File: src/rtl/ro_temp_pkg.sv
package ro_temp_pkg;

  // Conversion sequencer phases
  typedef enum logic [1:0] {
    PH_OFF  = 2'd0,
    PH_REST = 2'd1,
    PH_GATE = 2'd2
  } phase_e;

endpackage

File: src/rtl/ro_sync_edge.sv
// Brings the asynchronous oscillator into the clk domain and flags rising edges.
module ro_sync_edge #(
  parameter int STAGES = 2
) (
  input  logic clk,
  input  logic rst_n,
  input  logic ro_in,
  output logic rise
);

  localparam int PIPE_W = STAGES + 1;

  logic [PIPE_W-1:0] pipe_q;
  logic [PIPE_W-1:0] pipe_d;

  always_comb begin
    pipe_d = {pipe_q[PIPE_W-2:0], ro_in};
  end

  always_ff @(posedge clk or negedge rst_n) begin
    if (!rst_n) begin
      pipe_q <= '0;
    end else begin
      pipe_q <= pipe_d;
    end
  end

  // Last synchronizer stage is 1, the history stage behind it is 0
  assign rise = pipe_q[STAGES-1] & ~pipe_q[STAGES];

endmodule

File: src/rtl/ro_gate_ctrl.sv
// Rest / window sequencer. The window drives the oscillator enable.
module ro_gate_ctrl
  import ro_temp_pkg::*;
#(
  parameter int REST_CYCLES = 2750,
  parameter int GATE_CYCLES = 4000
) (
  input  logic clk,
  input  logic rst_n,
  input  logic enable,
  output logic gate_open,
  output logic win_close
);

  localparam int TMR_MAX = (REST_CYCLES > GATE_CYCLES) ? REST_CYCLES : GATE_CYCLES;
  localparam int TMR_W   = $clog2(TMR_MAX + 1);
  localparam logic [TMR_W-1:0] REST_LAST = TMR_W'(REST_CYCLES - 1);
  localparam logic [TMR_W-1:0] GATE_LAST = TMR_W'(GATE_CYCLES - 1);

  phase_e           ph_q, ph_d;
  logic [TMR_W-1:0] tmr_q, tmr_d;
  logic             tmr_en;

  always_comb begin
    ph_d      = ph_q;
    tmr_d     = tmr_q;
    win_close = 1'b0;
    unique case (ph_q)
      PH_OFF: begin
        tmr_d = '0;
        if (enable) begin
          ph_d = PH_REST;
        end
      end
      PH_REST: begin
        if (!enable) begin
          ph_d  = PH_OFF;
          tmr_d = '0;
        end else if (tmr_q == REST_LAST) begin
          ph_d  = PH_GATE;
          tmr_d = '0;
        end else begin
          tmr_d = tmr_q + 1'b1;
        end
      end
      PH_GATE: begin
        if (!enable) begin
          ph_d  = PH_OFF;
          tmr_d = '0;
        end else if (tmr_q == GATE_LAST) begin
          ph_d      = PH_REST;
          tmr_d     = '0;
          win_close = 1'b1;
        end else begin
          tmr_d = tmr_q + 1'b1;
        end
      end
      default: begin
        ph_d  = PH_OFF;
        tmr_d = '0;
      end
    endcase
  end

  assign tmr_en = (tmr_d != tmr_q);

  always_ff @(posedge clk or negedge rst_n) begin
    if (!rst_n) begin
      ph_q <= PH_OFF;
    end else begin
      ph_q <= ph_d;
    end
  end

  always_ff @(posedge clk or negedge rst_n) begin
    if (!rst_n) begin
      tmr_q <= '0;
    end else if (tmr_en) begin
      tmr_q <= tmr_d;
    end
  end

  assign gate_open = (ph_q == PH_GATE);

endmodule

File: src/rtl/ro_edge_counter.sv
// Saturating window edge counter with sticky overflow and a result latch.
module ro_edge_counter #(
  parameter int CNT_W = 12
) (
  input  logic             clk,
  input  logic             rst_n,
  input  logic             gate_open,
  input  logic             rise,
  input  logic             win_close,
  output logic             res_valid,
  output logic [CNT_W-1:0] res_count,
  output logic             overflow
);

  logic [CNT_W-1:0] cnt_q, cnt_d;
  logic [CNT_W-1:0] res_q, res_d;
  logic             ovf_q, ovf_d;
  logic             vld_q;
  logic             full;

  assign full = &cnt_q;

  always_comb begin
    cnt_d = cnt_q;
    ovf_d = ovf_q;
    if (!gate_open) begin
      cnt_d = '0;
    end else if (rise) begin
      if (full) begin
        ovf_d = 1'b1;
      end else begin
        cnt_d = cnt_q + 1'b1;
      end
    end
  end

  // The closing cycle's own edge is included in the latched result
  always_comb begin
    res_d = win_close ? cnt_d : res_q;
  end

  always_ff @(posedge clk or negedge rst_n) begin
    if (!rst_n) begin
      cnt_q <= '0;
      ovf_q <= 1'b0;
      vld_q <= 1'b0;
    end else begin
      cnt_q <= cnt_d;
      ovf_q <= ovf_d;
      vld_q <= win_close;
    end
  end

  always_ff @(posedge clk or negedge rst_n) begin
    if (!rst_n) begin
      res_q <= '0;
    end else if (win_close) begin
      res_q <= res_d;
    end
  end

  assign res_valid = vld_q;
  assign res_count = res_q;
  assign overflow  = ovf_q;

endmodule

File: src/rtl/ro_temp_calc.sv
// Linear count-to-temperature mapping with round-half-up, registered output.
module ro_temp_calc #(
  parameter int CNT_W       = 12,
  parameter int TEMP_W      = 16,
  parameter int F_CAL_COUNT = 999,
  parameter int T_CAL_CDEG  = 2500,
  parameter int KQ_W        = 16,
  parameter int K_Q         = 12367,
  parameter int FRAC        = 8
) (
  input  logic              clk,
  input  logic              rst_n,
  input  logic              res_valid,
  input  logic [CNT_W-1:0]  res_count,
  output logic [CNT_W-1:0]  freq_count,
  output logic [TEMP_W-1:0] temp_cdeg,
  output logic              done
);

  localparam int DIFF_W = CNT_W + 2;
  localparam int PROD_W = DIFF_W + KQ_W + 1;
  localparam logic signed [DIFF_W-1:0] F_CAL  = DIFF_W'(F_CAL_COUNT);
  localparam logic signed [PROD_W-1:0] K_EXT  = PROD_W'(K_Q);
  localparam logic signed [PROD_W-1:0] HALF   = PROD_W'(1) <<< (FRAC - 1);
  localparam logic signed [PROD_W-1:0] T_BASE = PROD_W'(T_CAL_CDEG);

  logic signed [DIFF_W-1:0] diff;
  logic signed [PROD_W-1:0] diff_ext;
  logic signed [PROD_W-1:0] prod;
  logic signed [PROD_W-1:0] scaled;
  logic [TEMP_W-1:0]        temp_d;
  logic [CNT_W-1:0]         freq_q;
  logic [TEMP_W-1:0]        temp_q;
  logic                     done_q;

  always_comb begin
    diff     = F_CAL - $signed({2'b00, res_count});
    diff_ext = PROD_W'(diff);
    prod     = diff_ext * K_EXT;
    scaled   = (prod + HALF) >>> FRAC;
    temp_d   = TEMP_W'(scaled + T_BASE);
  end

  always_ff @(posedge clk or negedge rst_n) begin
    if (!rst_n) begin
      freq_q <= '0;
      temp_q <= '0;
    end else if (res_valid) begin
      freq_q <= res_count;
      temp_q <= temp_d;
    end
  end

  always_ff @(posedge clk or negedge rst_n) begin
    if (!rst_n) begin
      done_q <= 1'b0;
    end else begin
      done_q <= res_valid;
    end
  end

  assign freq_count = freq_q;
  assign temp_cdeg  = temp_q;
  assign done       = done_q;

endmodule

File: src/rtl/ro_temp_conv.sv
// Top: duty-cycled oscillator edge count converted to centi-degrees.
module ro_temp_conv #(
  parameter int REST_CYCLES = 2750,
  parameter int GATE_CYCLES = 4000,
  parameter int SYNC_STAGES = 2,
  parameter int CNT_W       = 12,
  parameter int TEMP_W      = 16,
  parameter int F_CAL_COUNT = 999,
  parameter int T_CAL_CDEG  = 2500,
  parameter int KQ_W        = 16,
  parameter int K_Q         = 12367,
  parameter int FRAC        = 8
) (
  input  logic              clk,
  input  logic              rst_n,
  input  logic              enable,
  input  logic              ro_in,
  output logic              ro_en,
  output logic [CNT_W-1:0]  freq_count,
  output logic [TEMP_W-1:0] temp_cdeg,
  output logic              done,
  output logic              overflow
);

  logic             rise;
  logic             gate_open;
  logic             win_close;
  logic             res_valid;
  logic [CNT_W-1:0] res_count;

  ro_sync_edge #(
    .STAGES (SYNC_STAGES)
  ) u_sync (
    .clk   (clk),
    .rst_n (rst_n),
    .ro_in (ro_in),
    .rise  (rise)
  );

  ro_gate_ctrl #(
    .REST_CYCLES (REST_CYCLES),
    .GATE_CYCLES (GATE_CYCLES)
  ) u_ctrl (
    .clk       (clk),
    .rst_n     (rst_n),
    .enable    (enable),
    .gate_open (gate_open),
    .win_close (win_close)
  );

  ro_edge_counter #(
    .CNT_W (CNT_W)
  ) u_cnt (
    .clk       (clk),
    .rst_n     (rst_n),
    .gate_open (gate_open),
    .rise      (rise),
    .win_close (win_close),
    .res_valid (res_valid),
    .res_count (res_count),
    .overflow  (overflow)
  );

  ro_temp_calc #(
    .CNT_W       (CNT_W),
    .TEMP_W      (TEMP_W),
    .F_CAL_COUNT (F_CAL_COUNT),
    .T_CAL_CDEG  (T_CAL_CDEG),
    .KQ_W        (KQ_W),
    .K_Q         (K_Q),
    .FRAC        (FRAC)
  ) u_calc (
    .clk        (clk),
    .rst_n      (rst_n),
    .res_valid  (res_valid),
    .res_count  (res_count),
    .freq_count (freq_count),
    .temp_cdeg  (temp_cdeg),
    .done       (done)
  );

  assign ro_en = gate_open;

endmodule

File: config.mk
export PLATFORM = sky130hd
export DESIGN_NAME = ro_temp_conv
export DESIGN_NICKNAME = d
export VERILOG_FILES = /design/src/rtl/ro_temp_pkg.sv /design/src/rtl/ro_sync_edge.sv /design/src/rtl/ro_gate_ctrl.sv /design/src/rtl/ro_edge_counter.sv /design/src/rtl/ro_temp_calc.sv /design/src/rtl/ro_temp_conv.sv
export SDC_FILE = /design/constraint.sdc
export NUM_CORES = 1
export LEC_CHECK = 0
export CORE_AREA = 8 8 138 108
export DETAILED_ROUTE_END_ITERATION = 10
export DIE_AREA = 0 0 146 116
export PLACE_DENSITY = 0.69
export SLEW_MARGIN = 20
export SYNTH_ARGS = -nofsm -noshare
export SYNTH_HDL_FRONTEND = slang
export SYNTH_SLANG_ARGS = --single-unit
export TNS_END_PERCENT = 5
File: constraint.sdc
create_clock -name clk -period 9.4 [get_ports clk]
set_clock_uncertainty 0.2 [all_clocks]
set_input_delay 1.88 -clock clk [delete_from_list [all_inputs] [get_ports clk]]
set_output_delay 1.88 -clock clk [all_outputs]
set_load 0.01 [all_outputs]
# After elaboration in Yosys (flattened, before gate mapping)
# Index checks and enable logic that the tools add are counted.
[word_totals] regBits=72 inputBits=4
[classes] mux=17 bitwise_logic=2 reduce_logical=4 n_mul=1 n_eq_ne=8 add_sub_neg=5
[ops] cell="12-bit two-way mux" count=7
[ops] cell="12-bit by 1-bit adder with 12-bit output, second input constant" count=2
[ops] cell="24-bit by 9-bit adder with 24-bit output, second input constant" count=1
[ops] cell="12-bit == test, second input constant" count=2
[ops] cell="13-bit by 15-bit multiplier with 24-bit output, second input constant" count=1
[ops] cell="12-bit one-hot mux with 2 select lines" count=1
[ops] cell="16-bit by 13-bit adder with 16-bit output, second input constant" count=1
[ops] cell="14-bit AND reduction" count=1
[ops] cell="10-bit by 12-bit subtractor with 13-bit output, first input constant" count=1
[ops] cell="12-bit != test" count=1
[ops] cell="12-bit AND reduction" count=1
[ops] cell="2-bit two-way mux" count=5
[ops] cell="2-bit one-hot mux with 3 select lines" count=1
[ops] cell="1-bit two-way mux" count=3
[ops] cell="3-bit by 2-bit != test with 1-bit output, second input constant" count=1
[ops] cell="3-bit != test, second input constant" count=1
[ops] cell="3-bit AND reduction" count=1
[ops] cell="2-bit by 1-bit == test with 1-bit output, second input constant" count=1
[ops] cell="2-bit == test, second input constant" count=1
[ops] cell="2-bit logical NOT" count=1
[ops] cell="2-bit != test, second input constant" count=1
[ops] cell="1-bit AND" count=1
[ops] cell="1-bit NOT" count=1

# Logic depth before layout (Yosys ltp)
[depth] depth_word=5 ltp_mapped=27

# Hierarchy
# From an unflattened synthesis, not the netlist that was laid out.
[unflattened] hier_cells=670 area_unflattened_um2=6744.0
[modules_own_cells] mod="ro_temp_calc" area_each_um2=4628.2 instances=1 cells_each=475
[modules_own_cells] mod="ro_edge_counter" area_each_um2=1214.9 instances=1 cells_each=110
[modules_own_cells] mod="ro_gate_ctrl" area_each_um2=812.0 instances=1 cells_each=81
[modules_own_cells] mod="ro_sync_edge" area_each_um2=88.8 instances=1 cells_each=4

# Worst setup path after synthesis
# OpenSTA, ideal clock, no wires.
[synth_path] path_type="register -> register" startpoint="register u_cnt.res_q[3] (netlist: u_cnt.res_count[3])" endpoint="register u_calc.temp_q[15] (netlist: u_calc.temp_cdeg[15])" period_less_slack_ns=7.170 required_ns=9.075 path_slack_ns=2.230 stages_incl_launch_ff=25 setup_time_ns=0.125 t_arrival_ns=6.845 cell_sequence="dfrtp_1 inv_1 ha_1 nand3b_1 xor2_1 inv_1 fa_1 inv_1 ha_1 inv_1 fa_1 fa_1 inv_1 fa_1 ha_1 ha_1 and2_4 a221o_2 o31ai_2 xor2_1 nor3b_2 o311ai_2 a2111oi_2 xnor3_1 mux2_4"
[synth_via] elab_chain_cells=4
[synth_lines] item="from (decl)" line_no="ro_edge_counter.sv:16" rtl="logic [CNT_W-1:0] res_q, res_d;"
[synth_lines] item="from (signal assigned)" line_no="ro_edge_counter.sv:58" rtl="res_q <= res_d;"
[synth_lines] item="10-bit by 12-bit subtractor with 13-bit output" line_no="ro_temp_calc.sv:37" rtl="diff = F_CAL - $signed({2'b00, res_count});"
[synth_lines] item="13-bit by 15-bit multiplier with 24-bit output" line_no="ro_temp_calc.sv:39" rtl="prod = diff_ext * K_EXT;"
[synth_lines] item="24-bit by 9-bit adder with 24-bit output" line_no="ro_temp_calc.sv:40" rtl="scaled = (prod + HALF) >>> FRAC;"
[synth_lines] item="16-bit by 13-bit adder with 16-bit output" line_no="ro_temp_calc.sv:41" rtl="temp_d = TEMP_W'(scaled + T_BASE);"
[synth_lines] item="to (signal assigned)" line_no="ro_temp_calc.sv:50" rtl="temp_q <= temp_d;"
[synth_lines] item="to (decl)" line_no="ro_temp_calc.sv:33" rtl="logic [TEMP_W-1:0] temp_q;"
# Every way passes these cells.
# A chain may end at the register's enable or synchronous reset.

# Worst setup path after layout
[layout_path] startpoint="register u_cnt.res_q[3] (netlist: u_cnt.res_count[3])" endpoint="register u_calc.temp_q[14] (netlist: u_calc.temp_cdeg[14])"
# The elaborated chain is that of the path after synthesis.

==> summary.md <==
| Metric | Value |
|---|---|
| Initial antenna violation count | `0` |
| Met2 usage | `0.2414` |
| Ys async rst share | `1.000` |
| Cell Area, Synth | `6675 um^2` |
| Final ANT Viol Nets | `0` |
| Area delta synth->final | `12.13%` |
| Max Cap Violations | `0` |
| Vias | `approximately 4600` |
| Fmax | `125.6 MHz` |
| DRT Wirelength | `13270 um` |
| Met1 Use GR | `0.2464` |
| CTS tree | `built` |
| Final core utilization | `0.5892` |
| Yosys Warn Count | `0` |
| Final net count | `840` |
| Pwr dens | `approximately 97 nW/um^2` |
| Final setup TNS | `0 ps` |
| Net Sw Frac | `0.2455` |
| Place WS | `1535 ps` |
| Placement Cell Area | `7186 um^2` |
| Crit path max-delay family | `adder cells` |
| Gr ovfl total | `0` |
| Worst skew pair latency | `around 340 ps` |
| H-tree Lvls | `3` |
| Port Buffers | `34` |
| Synth Area in XOR/XNOR | `0.07273` |
| Critical path class | `reg2reg` |
| Netlist cell types | `67` |
| Final Cycle Share | `0.8472` |
| Post-synth top flop | `dfrtp_1` |
| Final worst slack | `1437 ps` |
| Die area | `16940 um^2` |
| Fill count | `approximately 1100` |
| Crit path buffers/inverters | `5` |
| Multiplexer share of the synthesized area | `0.05773` |
| Largest family of logic cells by synthesized area | `adder cells` |
| Post-CTS Setup Bufs | `0` |
| Post-synth EDFFs | `0` |
| Hold Buf Count CTS | `0` |
| Final hold violations | `0` |
| Comb power frac | `0.077` |
| CTS buffer count | `9` |
| Routed length per instance | `15.44 um` |
| Initial Utilization | `0.5255` |
| Worst setup SP type | `register` |
| Syn_area_per_cell | `10.30 um^2` |
| CTS max path bufs | `2` |
| Max-slew headroom | `0.3945` |
| M3 GR Usage | `0.03980` |
| Fin crit period | `7963 ps` |
| Worst Tran Pin Value | `908.3 ps` |
| CTS sink cnt | `slightly above 70` |
| Placed cells | `~840` |
| Total GRT Usage | `0.1668` |
| RSZ-0062 raised after global routing | `no` |
| Sequential standard cell area | `1802 um^2` |
| Multi-input gate area | `4442 um^2` |
| Resized cells post-CTS | `0` |
| Synth Area in Compound Gates | `0.08885` |
| Arr. time, crit path | `approximately 8000 ps` |
| First-pass GRT wire length | `22890 um` |
| Worst EP required | `9410 ps` |
| Root Driver | `clkbuf_16` |
| Clock share of power | `0.478` |
| Row cnt | `36` |
| Post-DP HPWL | `10740 um` |
| Hold Path Class | `reg2reg` |
| Via/cell ratio | `5.303` |
| Status | `completed` |
| FF+latch count, synth | `72` |
| Psw | `roughly 0.00018 W` |
| Die height | `116 um` |
| Maximum VDD drop | `0.00009121 V` |
| CP Max Fanout | `12` |
| Clock slew at reported path FFs | `60 ps` |
| Gpl congestion | `0.8667` |
| Slew Viols, Final | `0` |
| DR pass1 iterations | `4` |
| Post-synthesis sequential area ratio | `0.2699` |
| Simple-gate share of the synthesized area | `0.1155` |
| Finished Layout Cells | `859` |
| CORE AREA | `12700 um^2` |
| Synth Area in Adders | `0.3306` |
| # setup viols final | `0` |
| Die Wd | `146 um` |
| Post-synthesis net count | `805` |
| Ant diodes | `0` |
| Busiest layer in global routing | `met1` |
| Final non-filler cell area | `between 7000 and 8000 um^2` |
| Residual DRC | `0` |
| Slowest CP cell | `dfrtp_1` |
| Type of destination of the critical path | `register` |
| Crit-path max cell delay | `600 ps` |
| Cell count after synthesis | `roughly 650` |
| Initial DRC Count | `244` |
| Vias in the first global route | `about 4500` |
| # IOs | `35` |
| Leakage | `3.788 nW` |
| Sequential share of power | `0.446` |
| Pin count of the biggest net entering global routing | `73` |
| Pint | `0.0005475 W` |
| Layout cells sized above 1 | `0.1119` |
[cell families after synthesis]
kind of cell    count (synthesis)
compound gates                 78
xor+xnor                       53
fa+ha+maj                     153
buf+inv                       113
flops                          72
mux                            34
simple gates                  145
[Yosys cell counts (3+ instances only)]
library cell,count,area [um^2]
and4_1,6,52.55
nand2b_1,5,31.28
nor3_1,5,25.02
buf_2,3,15.01
nand4_1,4,25.02
nor2b_1,3,18.77
fa_1,39,780.8
o211ai_1,4,30.03
nand3_1,15,75.07
nand2_1,29,108.9
xor2_1,26,227.7
and3_1,9,56.30
xnor2_1,25,219.0
a21oi_1,21,105.1
inv_1,101,379.1
o211a_1,3,30.03
or2_2,8,50.05
a211o_1,3,26.28
ha_1,114,1426
nor2_1,40,150.1
o21ai_0,13,65.06
or3_1,3,18.77
dfrtp_1,72,1802
nand3b_1,3,22.52
clkbuf_1,7,26.28
mux2_2,32,360.4
[flip-flops by register name, indices dropped and copies added (netlist names)]
register,flops
u_calc.temp_cdeg,16
u_calc.freq_count,12
u_sync.pipe_q,3
u_calc.done,1
u_cnt.overflow,1
u_cnt.res_count,12
u_ctrl.ph_q,2
u_cnt.cnt_q,12
u_ctrl.tmr_q,12
u_cnt.res_valid,1
[layer usage]
| metal | part of all wire | routed length, um | vias up |
|---|---|---|---|
| met1 | 0.53 | 7086 | 2197 |
| met3 | 0.044 | 582 | 11 |
| met2 | 0.41 | 5494 | 80 |
| met4 | 0.0078 | 104 | 0 |
| li1 | - | - | 2267 |
| met5 | 0 | 0 | - |
[path summary, 6_finish.rpt]
path | from | end | slack, ps | depth (start not counted)
worst min-delay path | u_sync.pipe_q[0] | u_sync.pipe_q[1] | 150 | 0
min in group asynchronous | rst_n | u_cnt.cnt_q[9] | 1460 | 1
max in group asynchronous | rst_n | u_calc.temp_cdeg[6] | 6930 | 1
worst max-delay path | u_cnt.res_count[3] | u_calc.temp_cdeg[14] | 1440 | 27
worst min register to register | u_sync.pipe_q[0] | u_sync.pipe_q[1] | 150 | 0
worst max register to register | u_cnt.res_count[3] | u_calc.temp_cdeg[14] | 1440 | 27
[through the flow]
| stage | hold WS, ps | power, W |
|---|---|---|
| floorplan | 131.2 | 0.0003624 |
| CTS | 154.9 | 0.0007381 |
| finish | 152.8 | 0.0007258 |
| detailed placement | 140.9 | 0.0003847 |
| global placement | 132.8 | 0.0003807 |
| global route | 167.0 | 0.0007576 |
[power by group through the flow]
| stage | Combinational [W] | Sequential, W | Clock, W |
|---|---|---|---|
| 6_report | 0.0000556 | 0.000324 | 0.000347 |
| 5_1_grt | 0.0000637 | 0.000325 | 0.000369 |
| 3_3_place_gp | 0.0000524 | 0.000328 | 0 |
| 2_1_floorplan | 0.0000351 | 0.000327 | 0 |
| 4_1_cts | 0.0000565 | 0.000323 | 0.000358 |
| 3_5_place_dp | 0.0000558 | 0.000329 | 0 |
[area by class of cell]
class | count | area share
flip-flops and latches | 72 | 0.2407
clock buffers | 11 | 0.03243
repair buffers | 35 | 0.04614
inverters | 102 | 0.05115
clock inverters | 5 | 0.007523
well taps | 171 | 0.02859
multi-input cells | 463 | 0.5934
[cells in the final DEF (no fill, tap or decap), drive strengths merged, types with 8 or more instances in the layout]
cell and count:
nand2 29, clkbuf 11, nand3 15, nor2 40, dfrtp 72, ha 114, xnor2 25, clkdlybuf4s50 33
a21oi 23, inv 101, mux2 33, or2 8, fa 39, o21ai 16, and3 9, xor2 27
No activity file was read; power rests on OpenSTA's default activity.
